**src/rtl/oe_fifo_pkg.sv**
```systemverilog
package oe_fifo_pkg;

    // Fill-level classes tracked on the user (falling) edge
    typedef enum logic [2:0] {
        LV_EMPTY = 3'd0,
        LV_LOW   = 3'd1,
        LV_MID   = 3'd2,
        LV_HIGH  = 3'd3,
        LV_FULL  = 3'd4
    } lvl_state_t;

    // Map a fill level onto its class
    function automatic lvl_state_t lvl_classify(
        input int unsigned level,
        input int unsigned depth,
        input int unsigned ae_lvl,
        input int unsigned af_gap
    );
        if (level == 0)
            return LV_EMPTY;
        else if (level >= depth)
            return LV_FULL;
        else if (depth - level <= af_gap)
            return LV_HIGH;
        else if (level <= ae_lvl)
            return LV_LOW;
        else
            return LV_MID;
    endfunction

endpackage

```
**src/rtl/oe_wr_stage.sv**
```systemverilog
// Retiming stage on the write side: captures an accepted write on the
// falling edge so the storage can take it on the following rising edge.
module oe_wr_stage #(
    parameter int DATA_W = 16
) (
    input  logic              clk,
    input  logic              rst,
    input  logic              wr_acc,
    input  logic [DATA_W-1:0] wr_data,
    output logic              wq_valid,
    output logic [DATA_W-1:0] wq_data
);

    always_ff @(negedge clk) begin
        if (rst) begin
            wq_valid <= 1'b0;
            wq_data  <= '0;
        end else begin
            wq_valid <= wr_acc;
            if (wr_acc)
                wq_data <= wr_data;
        end
    end

endmodule

```
**src/rtl/oe_store.sv**
```systemverilog
// Storage array: written on the rising edge, read on the falling edge.
module oe_store #(
    parameter int DATA_W = 16,
    parameter int DEPTH  = 16
) (
    input  logic              clk,
    input  logic              rst,
    input  logic              wq_valid,
    input  logic [DATA_W-1:0] wq_data,
    input  logic              rd_acc,
    output logic [DATA_W-1:0] rd_data
);

    localparam int AW = (DEPTH > 1) ? $clog2(DEPTH) : 1;
    localparam logic [AW-1:0] LAST = AW'(DEPTH - 1);

    logic [DATA_W-1:0] mem [DEPTH];
    logic [AW-1:0]     wr_ptr;
    logic [AW-1:0]     rd_ptr;

    function automatic logic [AW-1:0] ptr_inc(input logic [AW-1:0] p);
        return (p == LAST) ? '0 : p + 1'b1;
    endfunction

    // Rising edge: commit the retimed write
    always_ff @(posedge clk) begin
        if (wq_valid)
            mem[wr_ptr] <= wq_data;
    end

    always_ff @(posedge clk) begin
        if (rst)
            wr_ptr <= '0;
        else if (wq_valid)
            wr_ptr <= ptr_inc(wr_ptr);
    end

    // Falling edge: serve the read with no added latency
    always_ff @(negedge clk) begin
        if (rst) begin
            rd_ptr  <= '0;
            rd_data <= '0;
        end else if (rd_acc) begin
            rd_data <= mem[rd_ptr];
            rd_ptr  <= ptr_inc(rd_ptr);
        end
    end

endmodule

```
**src/rtl/oe_level_fsm.sv**
```systemverilog
// Fill-level state machine on the user (falling) edge. Decides which
// requests are accepted and decodes the flags from its state.
module oe_level_fsm
    import oe_fifo_pkg::*;
#(
    parameter int DEPTH  = 16,
    parameter int AE_LVL = 3,
    parameter int AF_GAP = 2
) (
    input  logic clk,
    input  logic rst,
    input  logic wr_en,
    input  logic rd_en,
    output logic wr_acc,
    output logic rd_acc,
    output logic empty,
    output logic almost_empty,
    output logic almost_full,
    output logic wr_err,
    output logic rd_err
);

    localparam int LW = $clog2(DEPTH + 1);

    lvl_state_t    state;
    lvl_state_t    state_nxt;
    logic [LW-1:0] level;
    logic [LW-1:0] level_nxt;

    // Acceptance depends only on the registered state
    assign wr_acc = wr_en && (state != LV_FULL);
    assign rd_acc = rd_en && (state != LV_EMPTY);

    always_comb begin
        level_nxt = level;
        if (wr_acc && !rd_acc)
            level_nxt = level + 1'b1;
        else if (rd_acc && !wr_acc)
            level_nxt = level - 1'b1;
        state_nxt = lvl_classify(int'(level_nxt), DEPTH, AE_LVL, AF_GAP);
    end

    // State register
    always_ff @(negedge clk) begin
        if (rst) begin
            state  <= LV_EMPTY;
            level  <= '0;
            wr_err <= 1'b0;
            rd_err <= 1'b0;
        end else begin
            state  <= state_nxt;
            level  <= level_nxt;
            wr_err <= wr_en && !wr_acc;
            rd_err <= rd_en && !rd_acc;
        end
    end

    // Flag decode
    always_comb begin
        empty        = 1'b0;
        almost_empty = 1'b0;
        almost_full  = 1'b0;
        unique case (state)
            LV_EMPTY: begin
                empty        = 1'b1;
                almost_empty = 1'b1;
            end
            LV_LOW:  almost_empty = 1'b1;
            LV_MID:  ;
            LV_HIGH: almost_full  = 1'b1;
            LV_FULL: almost_full  = 1'b1;
            default: ;
        endcase
    end

endmodule

```
**src/rtl/oe_fifo.sv**
```systemverilog
// Top: opposite-edge single-clock FIFO
module oe_fifo #(
    parameter int DATA_W = 16,
    parameter int DEPTH  = 16,
    parameter int AE_LVL = 3,
    parameter int AF_GAP = 2
) (
    input  logic              clk,
    input  logic              rst,
    input  logic              wr_en,
    input  logic [DATA_W-1:0] wr_data,
    input  logic              rd_en,
    output logic [DATA_W-1:0] rd_data,
    output logic              empty,
    output logic              almost_empty,
    output logic              almost_full,
    output logic              wr_err,
    output logic              rd_err
);

    logic              wr_acc;
    logic              rd_acc;
    logic              wq_valid;
    logic [DATA_W-1:0] wq_data;

    oe_level_fsm #(
        .DEPTH (DEPTH),
        .AE_LVL(AE_LVL),
        .AF_GAP(AF_GAP)
    ) u_level (
        .clk         (clk),
        .rst         (rst),
        .wr_en       (wr_en),
        .rd_en       (rd_en),
        .wr_acc      (wr_acc),
        .rd_acc      (rd_acc),
        .empty       (empty),
        .almost_empty(almost_empty),
        .almost_full (almost_full),
        .wr_err      (wr_err),
        .rd_err      (rd_err)
    );

    oe_wr_stage #(
        .DATA_W(DATA_W)
    ) u_wstage (
        .clk     (clk),
        .rst     (rst),
        .wr_acc  (wr_acc),
        .wr_data (wr_data),
        .wq_valid(wq_valid),
        .wq_data (wq_data)
    );

    oe_store #(
        .DATA_W(DATA_W),
        .DEPTH (DEPTH)
    ) u_store (
        .clk     (clk),
        .rst     (rst),
        .wq_valid(wq_valid),
        .wq_data (wq_data),
        .rd_acc  (rd_acc),
        .rd_data (rd_data)
    );

endmodule

```
**config.mk**
```make
export PLATFORM = sky130hd
export DESIGN_NAME = oe_fifo
export DESIGN_NICKNAME = d
export VERILOG_FILES = /design/src/rtl/oe_fifo_pkg.sv /design/src/rtl/oe_wr_stage.sv /design/src/rtl/oe_store.sv /design/src/rtl/oe_level_fsm.sv /design/src/rtl/oe_fifo.sv
export SDC_FILE = /design/constraint.sdc
export NUM_CORES = 1
export LEC_CHECK = 0
export BUFFER_PORTS_ARGS = -buffer_cell sky130_fd_sc_hd__buf_2
export CORE_MARGIN = 2
export CORE_UTILIZATION = 50
export CTS_BUF_LIST = sky130_fd_sc_hd__clkbuf_8 sky130_fd_sc_hd__clkbuf_16
export DETAILED_ROUTE_END_ITERATION = 12
export GPL_TIMING_DRIVEN = 0
export PLACE_DENSITY = 0.7
export RECOVER_POWER = 100
export SYNTH_ARGS = -nofsm -noshare
export SYNTH_HDL_FRONTEND = slang
export SYNTH_SLANG_ARGS = --single-unit
```
**constraint.sdc**
```tcl
create_clock -name clk -period 8.6 [get_ports clk]
set_input_delay 2.58 -clock clk [delete_from_list [all_inputs] [get_ports clk]]
set_output_delay 2.58 -clock clk [all_outputs]
set_load 0.05 [all_outputs]
```
* Word level (Yosys, flattened, before mapping) *
Memories as Yosys holds them, arrays and structs flattened. A register that Yosys moved wholly into a read port is not among the register bits.
Index checks and enable logic that the tools add are counted.
Widths: inputs -> output; s select.

operators by class
  equality and inequality tests = 6
  multiplexer cells = 12
  reductions and logical operators = 15
  $add $sub $neg = 5
  magnitude comparators = 3

operators by type and width
  cell                 count
  $le 32x2->1 const B  1
  $mux 5               2
  $add 4x1->4 const B  2
  $eq 4x4->1 const B   2
  $mux 4               2
  $logic_and 1x1->1    6
  $mux 3               2
  $reduce_or 2->1      3
  $sub 5x5->6 const A  1
  $add 5x1->5 const B  1
  $ge 5x5->1 const B   1
  $le 5x2->1 const B   1
  $logic_not 5->1      1
  $mux 1               5
  $sub 5x1->5 const B  1
  $eq 3x1->1 const B   1
  $eq 3x2->1 const B   1
  $eq 3x3->1 const B   1
  $logic_not 3->1      1
  $ne 3x3->1 const B   1
  $reduce_bool 3->1    1
  $reduce_or 3->1      1
  $logic_not 1->1      2
  $mux 2               1

word-level totals
  bits in registers = 35
  RAM bits = 256
  output and inout port bits = 21
  memories = 1
  logic and storage cells = 51
  input port bits = 20

memories
  name         words  width  rd ports  clocked after Yosys merged registers in  wr ports  RTL line        source
  u_store.mem  16     16     1         1                                        1         oe_store.sv:17  logic [DATA_W-1:0] mem [DEPTH];

* Longest topological paths before layout *
  depth in word-level cells = 10
  mapped depth = 12
  gate-level depth less buffers = 11

* Cells and area by module *
From an unflattened synthesis, not the netlist that was laid out.

unflattened totals
  cells, all modules = 685
  area total of the unflattened synthesis = 12146.6 µm²

by module, submodules not included
  module        cells an instance  instances  seq. area each (µm²)  area an instance (µm²)
  oe_store      547                1          8167.8                10869.2
  oe_level_fsm  83                 1          200.2                 665.6
  oe_wr_stage   55                 1          340.3                 611.8

==> impl_metrics.ini <==
[route]
drtIter0Drc = 685
drc = 0
dr.pass1.iters = 5
drt-total-wl_microns = 26620
wl_per_cell_microns = 23.79
antenna_left = 0
via_per_inst = 5.798
vias = 6488

[floorplan]
core.rowCount = 56
die_area_sq_um = 25170
die_x_microns = 158.6
coreArea_sq_um = 23470
ios = 41
die_h_microns = 158.6
initial_core_util = 0.5094

[synth]
synth-seq-area-share = 0.7283
async_reset_ff_frac = 0
syn_area_sq_um = 11960
ys_ff_latch = 307
yosysUniqueCellTypes = 46
synth_cells = 656
synth_nets = 687
synth-main-ff-cell = edfxtp_1
synthTopCellsByArea = edfxtp_1, mux4_2, dfxtp_1
synth_top_cell_by_area = edfxtp_1
synth_edf_count = 256
yosysWarnings = 0
syn-mean-instance-area_sq_um = 18.23
yosys.area.top_type_share = 0.6429

[clock_tree]
cts_tree = built
root_buffer = clkbuf_16
cts_made_buffers = 31
clk_path_buf_depth = 3
cts_max_level = 1
cts_num_sinks = 307
clock_latency_ns = 0.60
ctsHoldBuffers = 0
path_clk_slew_ns = 0.03

[worst_hold_path]
hold_depth = 2
hp-class = reg -> reg

[power]
p_per_area_nw_per_um2 = 270.1
peakVddDrop_mv = 0.2052
p_leak_nw = 4.577

[worst_setup_path]
cpLargestDelayFamily = simple AND/OR/NAND/NOR gates
path_class = reg -> out
crit_top_cell = buf_6
crit_cells = 4
worst_path_max_delay_cell = or3_4
cp-start-kind = flop
crit_required_ns = 6.02
reg2regPathDepth = 3
slowest_delay_ns = 0.41
crit_arrival_ns = 5.94
path_max_fanout = 8
critical_path_buf_inv_count = 3
cp_cell_sequence = buf_6 -> or3_4 -> inv_6 -> buf_6
endpoint_kind = primary output

[place]
gp_congestion = 0.8162
dpl.cell_count = 1014
portBuffers = 39
dp_hpwl_microns = 16280

[cells_and_area]
finalNonFillerCells = 1119
nets = 806
drive_gt1_frac = 0.2063
final_util = 0.5820
antenna_cells = 0
area_delta_synth_final_pct = 14.25

[sta]
maxSlewHeadroom = -0.1320
worst_slew_pin_slew_ns = 1.697
rsz0062_at_grt = false
hold_violations = 0
drv_slew = 239
finalClockSkew_ns = 0.05460
setup_viol = 0

[global_route]
grt_pass1_wl_microns = 39340
antenna_found_initial = 0
grt_pass1_vias = 6572
grt_overflow = 0
grt.total_usage = 0.2184
grt_max_degree = 18

[run]
maxCapViolCount = 14

[outcome]
status = finished with violations
violations = capacitance limit, slew limit
per-stage QoR:
stage	instance area (sq um)	hold WS [ns]	setup WS [ns]	power [mW]	TNS, ns
floorplan	12000	0.4787	-0.008752	2.281	-0.01750
global placement	12590	0.4437	-0.2477	2.424	-0.6007
finish	13660	0.4499	0.07898	3.690	0
CTS	13710	0.4491	0.004446	3.716	0
detailed placement	12590	0.4449	-0.2892	2.451	-0.9928
global route	13660	0.4782	0.04285	3.832	0
logic make-up (layout without fill, tap and decap cells):
group,Yosys count,in the layout,synth area share
flops,307,307,0.7283
xor+xnor,8,8,0.006489
mux,81,81,0.1515
buf+inv,45,189,0.01633
compound gates,58,58,0.02773
simple gates,146,146,0.05808
fa+ha+maj,11,11,0.01151
metal layers:
metal	GRT usage	share of wire
met2	0.3748	0.51
met3	0.03430	0.065
met5	0	0
met1	0.2984	0.41
met4	0.04976	0.022
cells in the mapped netlist, drive strengths merged (3+ instances only):
library cell	n
nor3b	3
nor3	7
nand3	3
inv	12
dfxtp	51
clkbuf	21
xnor2	4
and3	3
nor4	3
mux4	80
edfxtp	256
nor2	20
o21ai	8
ha	11
nand2	80
xor2	4
and2	17
a21oi	38
or3	3
buf	12
cell type report:
type	count	area [sq um]
repair buffers	41	190.2
plain buffers	32	138.9
inverters	11	46.29
multi-input cells	304	3083
clock inverters	73	294.0
well taps	319	399.1
fillers	1736	9812
clock buffers	32	800.8
flip-flops and latches	307	8708
state kept, by name, indices dropped and copies added, names as in the netlist:
name	cells
u_store.wr_ptr	4
u_wstage.wq_data	16
u_store.mem	256
u_store.rd_ptr	4
u_level.rd_err	1
u_store.rd_data	16
u_level.wr_err	1
u_wstage.wq_valid	1
u_level.level	5
u_level.state	3
where the power goes:
group | switching, mW | leakage [nW] | internal, mW
clock network | 0.594 | 0.733 | 0.698
registers | 0.0595 | 2.78 | 1.67
logic | 0.387 | 1.07 | 0.276
final timing paths:
kind                              startpoint                         endpoint  slack, ns
max              u_level.state[1]$_SDFF_NP0_                            empty       0.08
min          u_store.rd_data[3]$_SDFFE_NP0P_  u_store.rd_data[3]$_SDFFE_NP0P_       0.45
max reg2reg     u_wstage.wq_valid$_SDFF_NP0_      u_store.mem[1][3]$_DFFE_PP_       1.58
min reg2reg  u_store.rd_data[3]$_SDFFE_NP0P_  u_store.rd_data[3]$_SDFFE_NP0P_       0.45
placed cells by master, fill, tap and decap left out, types with 2 or more instances in the layout:
master	count
nand3_1	3
inv_1	65
and3_1	2
nor3_4	2
nor3b_1	2
clkinv_2	7
buf_4	3
mux4_2	80
ha_1	10
clkinvlp_2	3
buf_2	22
clkbuf_1	43
a21oi_1	38
xnor2_1	3
or3_1	2
nor4_1	2
clkbuf_16	32
clkinv_1	6
o21ai_0	8
edfxtp_1	256
and2_0	16
buf_1	2
inv_6	2
dfxtp_1	51
buf_6	2
xor2_1	4
o22ai_1	2
nor2_1	19
nand2_1	80
nor3_1	5
nand2b_1	2
tightest hold or removal path, stage by stage, from the launching register on:
cell,delay (ns)
dfxtp_1,0.30
nand2_1,0.05
a21oi_1,0.05
timing repair:
item,CTS,global route
buffers inserted,2,0
gates cloned,0,0
resized for setup,5,1
pin swaps,1,0
setup endpoints to repair,1,1
Note: power is estimated with default switching activity, not from simulation.
